$ cat config.mk
export PLATFORM = sky130hd
export DESIGN_NAME = i2c_setclr_regs
export DESIGN_NICKNAME = d
export VERILOG_FILES = /design/src/rtl/i2cs_pkg.sv /design/src/rtl/i2cs_sync.sv /design/src/rtl/i2cs_link.sv /design/src/rtl/i2cs_regfile.sv /design/src/rtl/i2c_setclr_regs.sv
export SDC_FILE = /design/constraint.sdc
export NUM_CORES = 1
export LEC_CHECK = 0
export BUFFER_PORTS_ARGS = -buffer_cell sky130_fd_sc_hd__buf_2
export CAP_MARGIN = 20
export CORE_MARGIN = 5
export CORE_UTILIZATION = 48
export DETAILED_ROUTE_END_ITERATION = 8
export GPL_ROUTABILITY_DRIVEN = 0
export HOLD_SLACK_MARGIN = 0.02
export PLACE_DENSITY = 0.71
export SETUP_SLACK_MARGIN = 0.3
export SYNTH_ARGS = -nofsm -noshare
export SYNTH_HDL_FRONTEND = slang
export SYNTH_SLANG_ARGS = --single-unit
$ cat constraint.sdc
create_clock -name clk -period 2.4 [get_ports clk]
set_clock_uncertainty 0.2 [all_clocks]
set_input_delay 0.24 -clock clk [delete_from_list [all_inputs] [get_ports clk]]
set_output_delay 0.24 -clock clk [all_outputs]
set_load 0.03 [all_outputs]
$ cat src/rtl/i2cs_pkg.sv
package i2cs_pkg;

  localparam int DW     = 8;
  localparam int NREG   = 6;
  localparam int IDX_W  = $clog2(NREG);

  typedef enum logic [2:0] {
    ST_IDLE,
    ST_ADDR,
    ST_ADDR_ACK,
    ST_WR,
    ST_WR_ACK,
    ST_RD,
    ST_RD_ACK
  } link_state_t;

  typedef struct packed {
    logic             hit;
    logic             clr;
    logic [IDX_W-1:0] idx;
  } sc_dec_t;

  // map a bus address onto a set/clear slot; the odd address of a pair clears
  function automatic sc_dec_t sc_decode(input logic [7:0] a);
    sc_dec_t d;
    d.hit = 1'b1;
    d.clr = a[0];
    case (a[7:1])
      7'h02:   d.idx = IDX_W'(0);
      7'h03:   d.idx = IDX_W'(1);
      7'h05:   d.idx = IDX_W'(2);
      7'h06:   d.idx = IDX_W'(3);
      7'h07:   d.idx = IDX_W'(4);
      7'h09:   d.idx = IDX_W'(5);
      default: begin
        d.idx = '0;
        d.hit = 1'b0;
      end
    endcase
    return d;
  endfunction

  // writable bits of each slot; slot 0 keeps its top bit reserved
  function automatic logic [DW-1:0] slot_mask(input int slot);
    return (slot == 0) ? 8'h7F : 8'hFF;
  endfunction

  function automatic logic [DW-1:0] sc_apply(input logic [DW-1:0] cur,
                                             input logic [DW-1:0] data,
                                             input logic          clr,
                                             input logic [DW-1:0] mask);
    logic [DW-1:0] m;
    m = data & mask;
    return clr ? (cur & ~m) : (cur | m);
  endfunction

  // constant identification bytes, low byte of each word first
  function automatic logic [DW-1:0] id_byte(input logic [7:0] a);
    case (a)
      8'h00:   return 8'hCC;
      8'h01:   return 8'h04;
      8'h02:   return 8'h01;
      8'h03:   return 8'h13;
      8'h14:   return 8'h10;
      8'h15:   return 8'h02;
      default: return 8'h00;
    endcase
  endfunction

  function automatic logic addr_match(input logic [7:0] rx, input logic [6:0] mine);
    return rx[7:1] == mine;
  endfunction

endpackage

$ cat src/rtl/i2cs_sync.sv
module i2cs_sync #(
  parameter int STAGES = 2
) (
  input  logic clk,
  input  logic rst_n,
  input  logic scl_in,
  input  logic sda_in,
  output logic scl_s,
  output logic sda_s,
  output logic scl_rise,
  output logic scl_fall,
  output logic start_det,
  output logic stop_det
);

  localparam int NLINE = 2;

  logic [NLINE-1:0] raw;
  logic [NLINE-1:0] line;
  logic [NLINE-1:0] line_d;

  assign raw = {sda_in, scl_in};

  for (genvar i = 0; i < NLINE; i++) begin : g_line
    logic [STAGES-1:0] chain;
    always_ff @(posedge clk or negedge rst_n) begin
      if (!rst_n) chain <= '1;
      else        chain <= {chain[STAGES-2:0], raw[i]};
    end
    assign line[i] = chain[STAGES-1];
  end

  always_ff @(posedge clk or negedge rst_n) begin
    if (!rst_n) line_d <= '1;
    else        line_d <= line;
  end

  assign scl_s     = line[0];
  assign sda_s     = line[1];
  assign scl_rise  =  line[0] & ~line_d[0];
  assign scl_fall  = ~line[0] &  line_d[0];
  assign start_det =  line[0] &  line_d[0] & ~line[1] &  line_d[1];
  assign stop_det  =  line[0] &  line_d[0] &  line[1] & ~line_d[1];

endmodule

$ cat src/rtl/i2cs_link.sv
module i2cs_link
  import i2cs_pkg::*;
(
  input  logic          clk,
  input  logic          rst_n,
  input  logic          scl_s,
  input  logic          sda_s,
  input  logic          scl_rise,
  input  logic          scl_fall,
  input  logic          start_det,
  input  logic          stop_det,
  input  logic [6:0]    dev_addr,
  input  logic [DW-1:0] rd_data,
  output logic          sda_pull_low,
  output logic          ptr_load,
  output logic          wr_en,
  output logic          rd_adv,
  output logic [DW-1:0] wr_byte
);

  link_state_t   state;
  logic [3:0]    bit_cnt;
  logic [DW-1:0] rx_sh;
  logic [DW-1:0] tx_sh;
  logic          rw_bit;
  logic          ptr_phase;
  logic          nack_seen;
  logic          byte_done;

  assign byte_done = scl_fall && (bit_cnt == 4'd8);

  always_ff @(posedge clk or negedge rst_n) begin
    if (!rst_n) begin
      state        <= ST_IDLE;
      bit_cnt      <= '0;
      rx_sh        <= '0;
      tx_sh        <= '0;
      rw_bit       <= 1'b0;
      ptr_phase    <= 1'b0;
      nack_seen    <= 1'b0;
      sda_pull_low <= 1'b0;
      ptr_load     <= 1'b0;
      wr_en        <= 1'b0;
      rd_adv       <= 1'b0;
      wr_byte      <= '0;
    end else begin
      ptr_load <= 1'b0;
      wr_en    <= 1'b0;
      rd_adv   <= 1'b0;
      if (stop_det) begin
        state        <= ST_IDLE;
        sda_pull_low <= 1'b0;
      end else if (start_det) begin
        state        <= ST_ADDR;
        bit_cnt      <= '0;
        sda_pull_low <= 1'b0;
      end else begin
        case (state)
          ST_ADDR: begin
            if (scl_rise) begin
              rx_sh   <= {rx_sh[DW-2:0], sda_s};
              bit_cnt <= bit_cnt + 4'd1;
            end else if (byte_done) begin
              if (addr_match(rx_sh, dev_addr)) begin
                sda_pull_low <= 1'b1;
                rw_bit       <= rx_sh[0];
                state        <= ST_ADDR_ACK;
              end else begin
                state <= ST_IDLE;
              end
            end
          end
          ST_ADDR_ACK: begin
            if (scl_fall) begin
              bit_cnt <= '0;
              if (rw_bit) begin
                tx_sh        <= rd_data;
                sda_pull_low <= ~rd_data[DW-1];
                state        <= ST_RD;
              end else begin
                sda_pull_low <= 1'b0;
                ptr_phase    <= 1'b1;
                state        <= ST_WR;
              end
            end
          end
          ST_WR: begin
            if (scl_rise) begin
              rx_sh   <= {rx_sh[DW-2:0], sda_s};
              bit_cnt <= bit_cnt + 4'd1;
            end else if (byte_done) begin
              wr_byte      <= rx_sh;
              ptr_load     <= ptr_phase;
              wr_en        <= ~ptr_phase;
              ptr_phase    <= 1'b0;
              sda_pull_low <= 1'b1;
              state        <= ST_WR_ACK;
            end
          end
          ST_WR_ACK: begin
            if (scl_fall) begin
              sda_pull_low <= 1'b0;
              bit_cnt      <= '0;
              state        <= ST_WR;
            end
          end
          ST_RD: begin
            if (scl_rise) begin
              bit_cnt <= bit_cnt + 4'd1;
            end else if (byte_done) begin
              sda_pull_low <= 1'b0;
              rd_adv       <= 1'b1;
              state        <= ST_RD_ACK;
            end else if (scl_fall) begin
              tx_sh        <= {tx_sh[DW-2:0], 1'b0};
              sda_pull_low <= ~tx_sh[DW-2];
            end
          end
          ST_RD_ACK: begin
            if (scl_rise) begin
              nack_seen <= sda_s;
            end else if (scl_fall) begin
              if (nack_seen) begin
                state <= ST_IDLE;
              end else begin
                tx_sh        <= rd_data;
                sda_pull_low <= ~rd_data[DW-1];
                bit_cnt      <= '0;
                state        <= ST_RD;
              end
            end
          end
          default: state <= ST_IDLE;
        endcase
      end
    end
  end

  AST_IDLE_RELEASED: assert property (@(posedge clk) disable iff (!rst_n)
    (state == ST_IDLE) |-> !sda_pull_low);
  AST_STOP_RELEASES: assert property (@(posedge clk) disable iff (!rst_n)
    stop_det |=> (state == ST_IDLE) && !sda_pull_low);
  AST_PULL_WHEN_SCL_LOW: assert property (@(posedge clk) disable iff (!rst_n)
    $rose(sda_pull_low) |-> !scl_s);
  AST_START_TO_ADDR: assert property (@(posedge clk) disable iff (!rst_n)
    start_det && !stop_det |=> (state == ST_ADDR));
  AST_MASTER_ACK_FREE: assert property (@(posedge clk) disable iff (!rst_n)
    (state == ST_RD_ACK) |-> !sda_pull_low);
  AST_ONE_STROBE: assert property (@(posedge clk) disable iff (!rst_n)
    $onehot0({ptr_load, wr_en, rd_adv}));

endmodule

$ cat src/rtl/i2cs_regfile.sv
module i2cs_regfile
  import i2cs_pkg::*;
(
  input  logic                    clk,
  input  logic                    rst_n,
  input  logic                    ptr_load,
  input  logic                    wr_en,
  input  logic                    rd_adv,
  input  logic [DW-1:0]           wr_byte,
  input  logic [DW-1:0]           otg_status_in,
  input  logic [DW-1:0]           irq_source_in,
  output logic [DW-1:0]           rd_data,
  output logic [NREG-1:0][DW-1:0] reg_q
);

  logic [7:0]    ptr;
  logic [DW-1:0] regs [NREG];
  sc_dec_t       dec;

  assign dec = sc_decode(ptr);

  always_ff @(posedge clk or negedge rst_n) begin
    if (!rst_n)                ptr <= '0;
    else if (ptr_load)         ptr <= wr_byte;
    else if (wr_en || rd_adv)  ptr <= ptr + 8'd1;
  end

  always_ff @(posedge clk or negedge rst_n) begin
    if (!rst_n) begin
      for (int i = 0; i < NREG; i++) regs[i] <= '0;
    end else if (wr_en && dec.hit) begin
      for (int i = 0; i < NREG; i++)
        if (dec.idx == IDX_W'(i))
          regs[i] <= sc_apply(regs[i], wr_byte, dec.clr, slot_mask(i));
    end
  end

  for (genvar g = 0; g < NREG; g++) begin : g_out
    assign reg_q[g] = regs[g];
  end

  always_comb begin
    rd_data = id_byte(ptr);
    if (ptr == 8'h08) rd_data = irq_source_in;
    if (ptr == 8'h10) rd_data = otg_status_in;
    for (int i = 0; i < NREG; i++)
      if (dec.hit && dec.idx == IDX_W'(i)) rd_data = regs[i];
  end

  AST_PTR_STEPS: assert property (@(posedge clk) disable iff (!rst_n)
    (wr_en || rd_adv) |=> ptr == $past(ptr) + 8'd1);
  AST_SET_NEVER_LOWERS: assert property (@(posedge clk) disable iff (!rst_n)
    (wr_en && dec.hit && !dec.clr) |=> ($past(reg_q) & ~reg_q) == '0);
  AST_CLR_NEVER_RAISES: assert property (@(posedge clk) disable iff (!rst_n)
    (wr_en && dec.hit && dec.clr) |=> (reg_q & ~$past(reg_q)) == '0);
  AST_QUIET_HOLDS: assert property (@(posedge clk) disable iff (!rst_n)
    !(wr_en && dec.hit) |=> $stable(reg_q));
  AST_RSVD_ZERO: assert property (@(posedge clk) disable iff (!rst_n)
    !reg_q[0][DW-1]);

endmodule

$ cat src/rtl/i2c_setclr_regs.sv
module i2c_setclr_regs
  import i2cs_pkg::*;
#(
  parameter logic [6:0] ADDR_BASE   = 7'h2C,
  parameter int         SYNC_STAGES = 2
) (
  input  logic          clk,
  input  logic          rst_n,
  input  logic          addr_strap,
  input  logic          scl_in,
  input  logic          sda_in,
  output logic          sda_pull_low,
  input  logic [DW-1:0] otg_status_in,
  input  logic [DW-1:0] irq_source_in,
  output logic [DW-1:0] mode1_q,
  output logic [DW-1:0] otg_ctl_q,
  output logic [DW-1:0] irq_latch_q,
  output logic [DW-1:0] irq_en_lo_q,
  output logic [DW-1:0] irq_en_hi_q,
  output logic [DW-1:0] mode2_q
);

  logic scl_s, sda_s, scl_rise, scl_fall, start_det, stop_det;
  logic strap_q, strap_lock;
  logic [6:0] dev_addr;
  logic ptr_load, wr_en, rd_adv;
  logic [DW-1:0] wr_byte, rd_data;
  logic [NREG-1:0][DW-1:0] reg_q;

  // strap captured once, on the first clock after reset release
  always_ff @(posedge clk or negedge rst_n) begin
    if (!rst_n) begin
      strap_q    <= 1'b0;
      strap_lock <= 1'b0;
    end else if (!strap_lock) begin
      strap_q    <= addr_strap;
      strap_lock <= 1'b1;
    end
  end

  assign dev_addr = {ADDR_BASE[6:1], strap_q};

  i2cs_sync #(.STAGES(SYNC_STAGES)) u_sync (
    .clk(clk), .rst_n(rst_n), .scl_in(scl_in), .sda_in(sda_in),
    .scl_s(scl_s), .sda_s(sda_s), .scl_rise(scl_rise), .scl_fall(scl_fall),
    .start_det(start_det), .stop_det(stop_det)
  );

  i2cs_link u_link (
    .clk(clk), .rst_n(rst_n), .scl_s(scl_s), .sda_s(sda_s),
    .scl_rise(scl_rise), .scl_fall(scl_fall), .start_det(start_det),
    .stop_det(stop_det), .dev_addr(dev_addr), .rd_data(rd_data),
    .sda_pull_low(sda_pull_low), .ptr_load(ptr_load), .wr_en(wr_en),
    .rd_adv(rd_adv), .wr_byte(wr_byte)
  );

  i2cs_regfile u_regs (
    .clk(clk), .rst_n(rst_n), .ptr_load(ptr_load), .wr_en(wr_en),
    .rd_adv(rd_adv), .wr_byte(wr_byte), .otg_status_in(otg_status_in),
    .irq_source_in(irq_source_in), .rd_data(rd_data), .reg_q(reg_q)
  );

  assign mode1_q     = reg_q[0];
  assign otg_ctl_q   = reg_q[1];
  assign irq_latch_q = reg_q[2];
  assign irq_en_lo_q = reg_q[3];
  assign irq_en_hi_q = reg_q[4];
  assign mode2_q     = reg_q[5];

  AST_STRAP_HELD: assert property (@(posedge clk) disable iff (!rst_n)
    (strap_lock && $past(strap_lock)) |-> $stable(strap_q));

endmodule

After elaboration in Yosys (flattened, before gate mapping) --
Index checks and enable logic that the tools add are counted. Widths: inputs -> output; s select.
Cells by class: reduce and logical (&&, ||, !) cells 35, equality and inequality tests 55, $add $sub $neg 2, bitwise logic cells 31, muxes and demuxes 88
Operator list (number):
- $mux 8 | 16
- $mux 7 | 8
- $and 8x8->8 | 6
- $pmux 8 s6 | 1
- $mux 3 | 14
- $or 8x8->8 | 5
- $mux 1 | 36
- $ne 4x3->1 const B | 7
- $eq 8x5->1 const B | 3
- $mux 4 | 6
- $eq 7x3->1 const B | 3
- $pmux 7 s3 | 1
- $ne 4x4->1 const B | 5
- $pmux 3 s6 | 1
- $eq 8x2->1 const B | 2
- $eq 3x3->1 const B | 5
- $pmux 3 s5 | 1
- $eq 7x2->1 const B | 2
- $reduce_and 7->1 | 2
- $reduce_and 13->1 | 1
- $eq 3x2->1 const B | 4
- $ne 2x2->1 const B | 6
- $pmux 4 s3 | 1
- $reduce_and 2->1 | 6
- 37 further kinds | 69
Word-level totals: word-level logic and storage cells 235, output and inout bits 49, register bits after elaboration 101

Logic depth before layout (Yosys ltp) --
Gate-level depths: netlist of run 1.
depth after elaboration 17, gate-level depth with buffers 11, mapped depth without buffers 8

By module --
From an unflattened synthesis of run 1, not the netlist that was laid out.
Second synthesis, totals: cells, all modules 580, area, all modules 5716.7 µm²
By module, submodules not included:
- i2cs_regfile | cells an instance 385, times used 1, area an instance 3480.8 µm²
- i2cs_link | cells an instance 180, times used 1, area an instance 1973.1 µm²
- i2cs_sync | cells an instance 10, times used 1, area an instance 190.2 µm²
- i2c_setclr_regs | cells an instance 5, times used 1, area an instance 72.6 µm²

Worst setup path after synthesis of run 1 --
Ideal clock, no wire load.
path kind register -> register, start point register u_regs.ptr[0], end point register u_link.tx_sh[0], slack -199 ps, cell stages (with the launch flop) 11, arrival time 2316 ps, library setup time 83 ps, data required time 2117 ps, cells stage by stage dfrtp_1 -> clkbuf_1 -> inv_1 -> clkbuf_1 -> ha_1 -> nor4bb_1 -> clkbuf_1 -> nand2_1 -> a221oi_1 -> a21oi_1 -> o21ai_0
Between the ends: longest elaborated chain between the ends 14
Ends and longest elaborated chain:
- start, declared | line i2cs_regfile.sv:16 | logic [7:0] ptr;
- start signal, assigned | line i2cs_regfile.sv:24 | else if (ptr_load) ptr <= wr_byte;
- start signal, assigned | line i2cs_regfile.sv:25 | else if (wr_en || rd_adv) ptr <= ptr + 8'd1;
- $eq 8x5->1, or another cell as far along | line i2cs_pkg.sv:59 | case (a)
- $pmux 8 s6 | line i2cs_pkg.sv:59
- $mux 8 | line i2cs_regfile.sv:44 | if (ptr == 8'h08) rd_data = irq_source_in;
- $mux 8 (*) | line i2cs_regfile.sv:45 | if (ptr == 8'h10) rd_data = otg_status_in;
- $mux 8 (*) (6 in series) | line i2cs_regfile.sv:47 | if (dec.hit && dec.idx == IDX_W'(i)) rd_data = regs[i];
- $mux 7 | line i2cs_link.sv:123 | if (nack_seen) begin
- $mux 7 | line i2cs_link.sv:122 | end else if (scl_fall) begin
- $mux 7 | line i2cs_link.sv:120 | if (scl_rise) begin
- $pmux 7 s3 (*) | line i2cs_link.sv:58 | case (state)
- end signal, assigned | line i2cs_link.sv:77 | tx_sh <= rd_data;
- end signal, assigned | line i2cs_link.sv:115 | tx_sh <= {tx_sh[DW-2:0], 1'b0};
- end signal, assigned | line i2cs_link.sv:126 | tx_sh <= rd_data;
- end, declared | line i2cs_link.sv:24 | logic [DW-1:0] tx_sh;
Mark *: on every way between the ends. The rest lies on a longest branch, timed or not. The select of a mux whose other input is x is not followed. A chain may end at the register's enable or synchronous reset.

==> results.cfg, run 1 <==
[sta]
finalSetupTns_ps = 0
finalSetupViolCount = 0
setup_slack_ps = 140
relSlewSlack_pct = 64.7
min_period_over_period_pct = 94.2
finalHoldViolations = 0
rsz0062_at_grt = true
worstMarginPinSlew_ps = 530
drv_slew = 0
min_period_ps = 2260
fmaxAchievable_ghz = 0.442

[clock_tree]
cts_sinks = 100
clk_pin_slew_ps = 70
cts_buffer_depth = 2
cts-root-buf = clkbuf_16
clk_latency_ps = 350
tritoncts = yes
numCtsBuffers = 9
htree_levels = 3

[floorplanning]
die_area_um2 = 13500
core_um2 = 10900
rows = 38
io_pins = 70
start_util_pct = 49.3
die_x_um = 116
die_h_um = 116

[global_routing]
grt_max_degree = 49
antenna_found_initial = 0
grt_pass1_wl_mm = 26.0
grt_pass1_vias = 4910
grt.total_usage_pct = 25.2
gr-total-overflow = 0

[worst_setup_path]
startpoint = u_regs.ptr[5]$_DFFE_PN0P_
worstPathRequired_ps = 2430
crit_top_cell = buf_6
cp_slowest_cell = dfrtp_2
path_buf_inv = 2
crit_chain = buf_6, nor4_4, nand3_2, nor3b_4, buf_6, nand2_2, mux2_4
cp_max_fo = 5
start_kind = flip-flop
crit_type = flip-flop to flip-flop
critPathTopFamily = simple AND/OR/NAND/NOR gates
max_stage_delay_ps = 440
reg2reg_from = u_regs.ptr[5]$_DFFE_PN0P_
crit_arrival_ps = 2290
end_kind = flip-flop

[detailed_routing]
drc = 0
vias = 5111
drt-total-wl_mm = 16.9
dr.first_iter.drc_count = 635
dr.pass1.iters = 6
wire_per_inst_um = 20.2
drt-vias-per-instance = 6.11
ant_nets = 0

[logic_synthesis]
synth_edf_count = 0
synth.cell_area_um2 = 5390
synth_cell_types = 61
postSynthNetCount = 615
avgSynthCellArea_um2 = 9.17
synth-seq-cells = 100
synth_warnings = 0
syn-instance-count = 588
yosys_most_used_dff = dfrtp_1
postSynth.asyncResetShare_pct = 100
yosysSeqAreaShare_pct = 46.6

[placement]
place_ws_ps = 98.3
dp_hpwl_mm = 11.4
io_buffers = 68

[final_layout]
final_net_count = 718
utilization_pct = 63.7
layout-drive-gt1-share_pct = 38.2
area_growth_pct = 29.1
layout_common_cells = 96 x nand2_1, 89 x dfrtp_1, 67 x buf_2
num_antenna_cells = 0
layout_commonest_cell = nand2_1

[power_and_ir_drop]
leakagePower_nw = 3.30
finalPower_mw = 3.95
power_density_nw_per_um2 = 568
peakVddDrop_uv = 441

[flow_run]
cap_violations = 0

[min_path]
min_path_type = primary input to asynchronous set/reset pin

[run_status]
status = finished clean
## through the flow
step,cells,instance area [um2],hold WS (ps)
after floorplan,588,5430,-256
after global placement,782,5990,-18.9
after detailed placement,782,5990,-10.8
after CTS,816,6580,153
after global routing,836,6960,165
final,836,6960,154
## routing by layer
metal  up-vias  wire length (um)  share of wire, %  track usage (%)
met5         -                 0                 0                0
met4         0               551               3.3             11.1
met3        51              1740                10             5.59
met2       336              7810                46             38.7
met1      2452              6780                40             34.4
li1       2272                 -                 -                -
## cells by family after synthesis
logic type	Yosys count	share of synthesized area (%)
compound gates	140	15.9
xor+xnor	9	1.46
fa+ha+maj	6	1.39
buf+inv	54	3.97
flops	100	46.6
mux	54	11.0
other cells	2	0.139
simple gates	223	19.6
## repair_timing
action / CTS / global route
gates cloned: 1 / 0
setup buffers: 13 / 20
endpoints found under the setup margin: 52 / 71
resized for setup: 43 / 67
endpoints found under the hold margin: 70 / 0
hold buffers: 4 / 0
pin swaps: 6 / 18
## report_power, final
group          switching (mW)  total (mW)  internal [mW]
sequential              0.113        1.92           1.80
combinational           0.269       0.503          0.233
clock                   0.680        1.53          0.854
total                    1.06        3.95           2.89
## cell type report
| type | instances | area (um2) |
|---|---|---|
| clock buffer | 11 | 243 |
| clock inverter | 5 | 66.3 |
| fill | 887 | 3970 |
| inverter | 13 | 51.3 |
| multi-input combinational | 435 | 3000 |
| sequential | 100 | 2520 |
| tap | 140 | 175 |
| timing repair buffer | 132 | 908 |
## cells in the mapped netlist, types with 3 or more instances
cell type | count | area share, %
dfrtp_1 | 94 | 44
ha_1 | 6 | 1.4
dfstp_2 | 6 | 2.9
mux2_1 | 8 | 1.7
and3_1 | 8 | 0.93
o221ai_1 | 4 | 0.65
a2bb2oi_1 | 4 | 0.65
clkbuf_1 | 31 | 2.2
inv_1 | 13 | 0.91
a211oi_1 | 3 | 0.42
a221oi_1 | 3 | 0.49
mux2_2 | 35 | 7.3
or4_1 | 4 | 0.56
nor3b_1 | 4 | 0.56
a31oi_1 | 5 | 0.58
o22ai_1 | 5 | 0.58
buf_2 | 6 | 0.56
a21oi_1 | 26 | 2.4
xor2_1 | 4 | 0.65
nand2_1 | 118 | 8.2
nand3_1 | 13 | 1.2
buf_1 | 3 | 0.21
nand2b_1 | 10 | 1.2
a22oi_1 | 4 | 0.56
mux2i_1 | 11 | 2.0
nor2b_1 | 10 | 1.2
xnor2_1 | 5 | 0.81
nor3_1 | 7 | 0.65
o21ai_0 | 62 | 5.8
nor2_1 | 31 | 2.2
## path summary, 6_finish.rpt
path                                                       endpoint  slack (ps)  cells after the start
worst max-delay path                                      flip-flop         140                      7
worst min-delay path                     asynchronous set/reset pin         150                      2
worst max register to register                            flip-flop         140                      7
worst min register to register  u_sync.g_line[0].chain[1]$_DFF_PN1_         160                      0
max in group asynchronous                 u_regs.ptr[2]$_DFFE_PN0P_        1090                      3
min in group clk                u_sync.g_line[0].chain[1]$_DFF_PN1_         160                      0
(Power assumes the default switching activity.)
==> run 2, diff against run 1 <==
--- a/config.mk
+++ b/config.mk
@@ -5,8 +5,10 @@
 export SDC_FILE = /design/constraint.sdc
 export NUM_CORES = 1
 export LEC_CHECK = 0
+export ABC_AREA = 1
 export BUFFER_PORTS_ARGS = -buffer_cell sky130_fd_sc_hd__buf_2
 export CAP_MARGIN = 20
+export CORE_ASPECT_RATIO = 1.4
 export CORE_MARGIN = 5
 export CORE_UTILIZATION = 48
 export DETAILED_ROUTE_END_ITERATION = 8
==> run 2 against run 1 <==
  * Clock power rose by 17%
  * Non-clock buffer count fell by 29
  * Via count rose by 5.7%
  * Utilization fell by 3.2 points
  * Setup slack improved by 160 ps
  * Die area rose by 0.86%
  * Sequential share of layout area rose by 0.97 points
  * Design area fell by 2.6%
  * Largest cell class unchanged
  * Power rose by 3.2%
  * Clock-buffer cell count fell by 1
  * First-iteration DRC count fell by 28%
==> results.cfg, run 2 <==
[sta]
fmaxAchievable_ghz = 0.476
rsz0062_at_grt = true
finalSetupTns_ps = 0
fin_hold_ws_ps = 152
finalSetupViolCount = 0
drv_slew = 0
min_period_over_period_pct = 87.4
finalHoldViolations = 0
min_period_ps = 2100

[final_layout]
layout-drive-gt1-share_pct = 24.0
area_growth_pct = 24.9
num_antenna_cells = 0
final_cells = 978
fillers = 1031
final_net_count = 856
layout_common_cells = 204 x nand2_1, 89 x dfrtp_1, 81 x inv_1
utilization_pct = 60.4
layout_commonest_cell = nand2_1

[logic_synthesis]
yosysTopAreaCellShare_pct = 43.3
yosys-top-cells-area = dfrtp_1 43%, nand2_1 15%, o21ai_0 7.5%
netlist_top_cells_count = 210 x nand2_1, 94 x dfrtp_1, 89 x inv_1
synth.cell_area_um2 = 5430
syn-instance-count = 732
synth-seq-cells = 100
postSynth.asyncResetShare_pct = 100
synth_cell_types = 35
synth_compound_area_share_pct = 12.1
synthAdderAreaFrac_pct = 1.38
synth_top_family_by_area = simple AND/OR/NAND/NOR gates
synthSimpleGateAreaFrac_pct = 28.9
yosys_most_used_dff = dfrtp_1
synth_top_area_cell = dfrtp_1
yosysMostFrequentCell = nand2_1
synthMuxAreaShare_pct = 2.54
synthXorXnorAreaFrac_pct = 0.323
synth_warnings = 0
synth_edf_count = 0
yosysSeqAreaShare_pct = 46.2
avgSynthCellArea_um2 = 7.42
postSynthNetCount = 759

[global_routing]
antenna_found_initial = 0
grt_pass1_wl_mm = 25.9
grt_max_degree = 42
grt_pass1_vias = 5197
gr-total-overflow = 0
grt.total_usage_pct = 24.1

[placement]
io_buffers = 68
dp_hpwl_mm = 11.6
dpl.cell_count = 940

[floorplanning]
rows = 46
die_area_um2 = 13600
die_h_um = 136
core_um2 = 11200
start_util_pct = 48.4
die_x_um = 99.9
io_pins = 70

[detailed_routing]
vias = 5400
dr.pass1.iters = 5
drt-vias-per-instance = 5.52
drt-total-wl_mm = 16.5
wire_per_inst_um = 16.8
dr.first_iter.drc_count = 455
drc = 0
ant_nets = 0

[clock_tree]
cts-root-buf = clkbuf_16
clk_pin_slew_ps = 70
cts_buffer_depth = 2
tritoncts = yes
clk_latency_ps = 350
numCtsBuffers = 9
cts_sinks = 100
htree_levels = 3

[worst_setup_path]
cp_max_fo = 5
r2r_cells = 11
crit_arrival_ps = 2170
r2r_setup_slack_ps = 300
start_kind = flip-flop
reg2reg_from = u_sync.g_line[1].chain[1]$_DFF_PN1_
end_kind = flip-flop
r2r-end = u_link.state[1]$_DFFE_PN0P_
crit_type = flip-flop to flip-flop
worstPathRequired_ps = 2470

[power_and_ir_drop]
peakVddDrop_uv = 520
power_density_nw_per_um2 = 602
leakagePower_nw = 3.45

[run_status]
status = finished clean

[min_path]
min_path_type = primary input to asynchronous set/reset pin

[flow_run]
cap_violations = 0
[run 2: cell count changes after synthesis, sizes merged, moves of 10 or more]
cell / change
nand2: +96
inv: +84
nor2: +59
mux2: -37
clkbuf: -21
nand3: +20
o21ai: +20
nand4: +12
nand2b: -10
nor2b: -10
[run 2: repair_timing]
| item | CTS | global route |
|---|---|---|
| hold buffers | 4 | 0 |
| pin swaps | 2 | 19 |
| endpoints found under the setup margin | 37 | 61 |
| endpoints found under the hold margin | 83 | 0 |
| resized for setup | 14 | 73 |
| setup buffers | 1 | 15 |
| cloned | 1 | 1 |
[run 2: final cells by class]
type,count,area (um2),area share (%)
sequential,100,2520,37.1
timing repair buffer,103,632,9.32
clock inverter,6,136,2.01
tap,144,180,2.66
multi-input combinational,517,2700,39.8
inverter,98,387,5.70
clock buffer,10,229,3.38
[run 2: kinds of logic after synthesis]
family	count (synthesis)
mux	13
simple gates	370
compound gates	123
other cells	2
buf+inv	116
flops	100
fa+ha+maj	6
xor+xnor	2
[run 2: stage by stage]
step                      instance area (um2)  power, mW  worst slack [ps]
after floorplan                          5440       2.13               313
after global placement                   5990       2.25               148
after detailed placement                 5990       2.27               134
after CTS                                6440       4.05               248
after global routing                     6780       4.25               183
final                                    6780       4.08               301
[run 2: worst max path at each step]
stage | start | to | slack, ps | depth (start not counted)
2_1_floorplan | u_regs.ptr[0]$_DFFE_PN0P_ | u_link.sda_pull_low$_DFFE_PN0P_ | 310 | 17
3_3_place_gp | u_link.state[2]$_DFFE_PN0P_ | u_link.state[1]$_DFFE_PN0P_ | 150 | 9
3_5_place_dp | u_sync.g_line[1].chain[1]$_DFF_PN1_ | u_link.tx_sh[4]$_DFFE_PN0P_ | 130 | 10
4_1_cts | u_regs.ptr[4]$_DFFE_PN0P_ | flip-flop | 250 | 10
5_1_grt | u_link.state[0]$_DFFE_PN0P_ | u_link.bit_cnt[3]$_DFFE_PN0P_ | 180 | 8
6_report | u_sync.g_line[1].chain[1]$_DFF_PN1_ | u_link.state[1]$_DFFE_PN0P_ | 300 | 11
[run 2: per-layer routing]
| metal | track usage (%) | wire, um | vias to the layer above |
|---|---|---|---|
| li1 | - | - | 2535 |
| met1 | 28.5 | 6110 | 2543 |
| met2 | 41.4 | 8230 | 250 |
| met3 | 4.57 | 1150 | 72 |
| met4 | 12.4 | 967 | 0 |
| met5 | 0 | 0 | - |
[run 2: report_power, final]
group	leakage (nW)	switching [mW]	total [mW]	internal, mW
logic	1.96	0.267	0.422	0.155
clock network	0.173	0.659	1.79	1.13
registers	1.31	0.0822	1.87	1.79
[run 2: worst max-delay path, cell delays in order (launching register included)]
cell      delay, ps
dfstp_2         540
inv_1            80
nor2_1          130
nand2_2         130
nand2_4         130
nor2_1           70
o21ai_0          90
o211ai_1        180
nor2_2          180
buf_4           140
nand3_1          60
o21ai_0          70
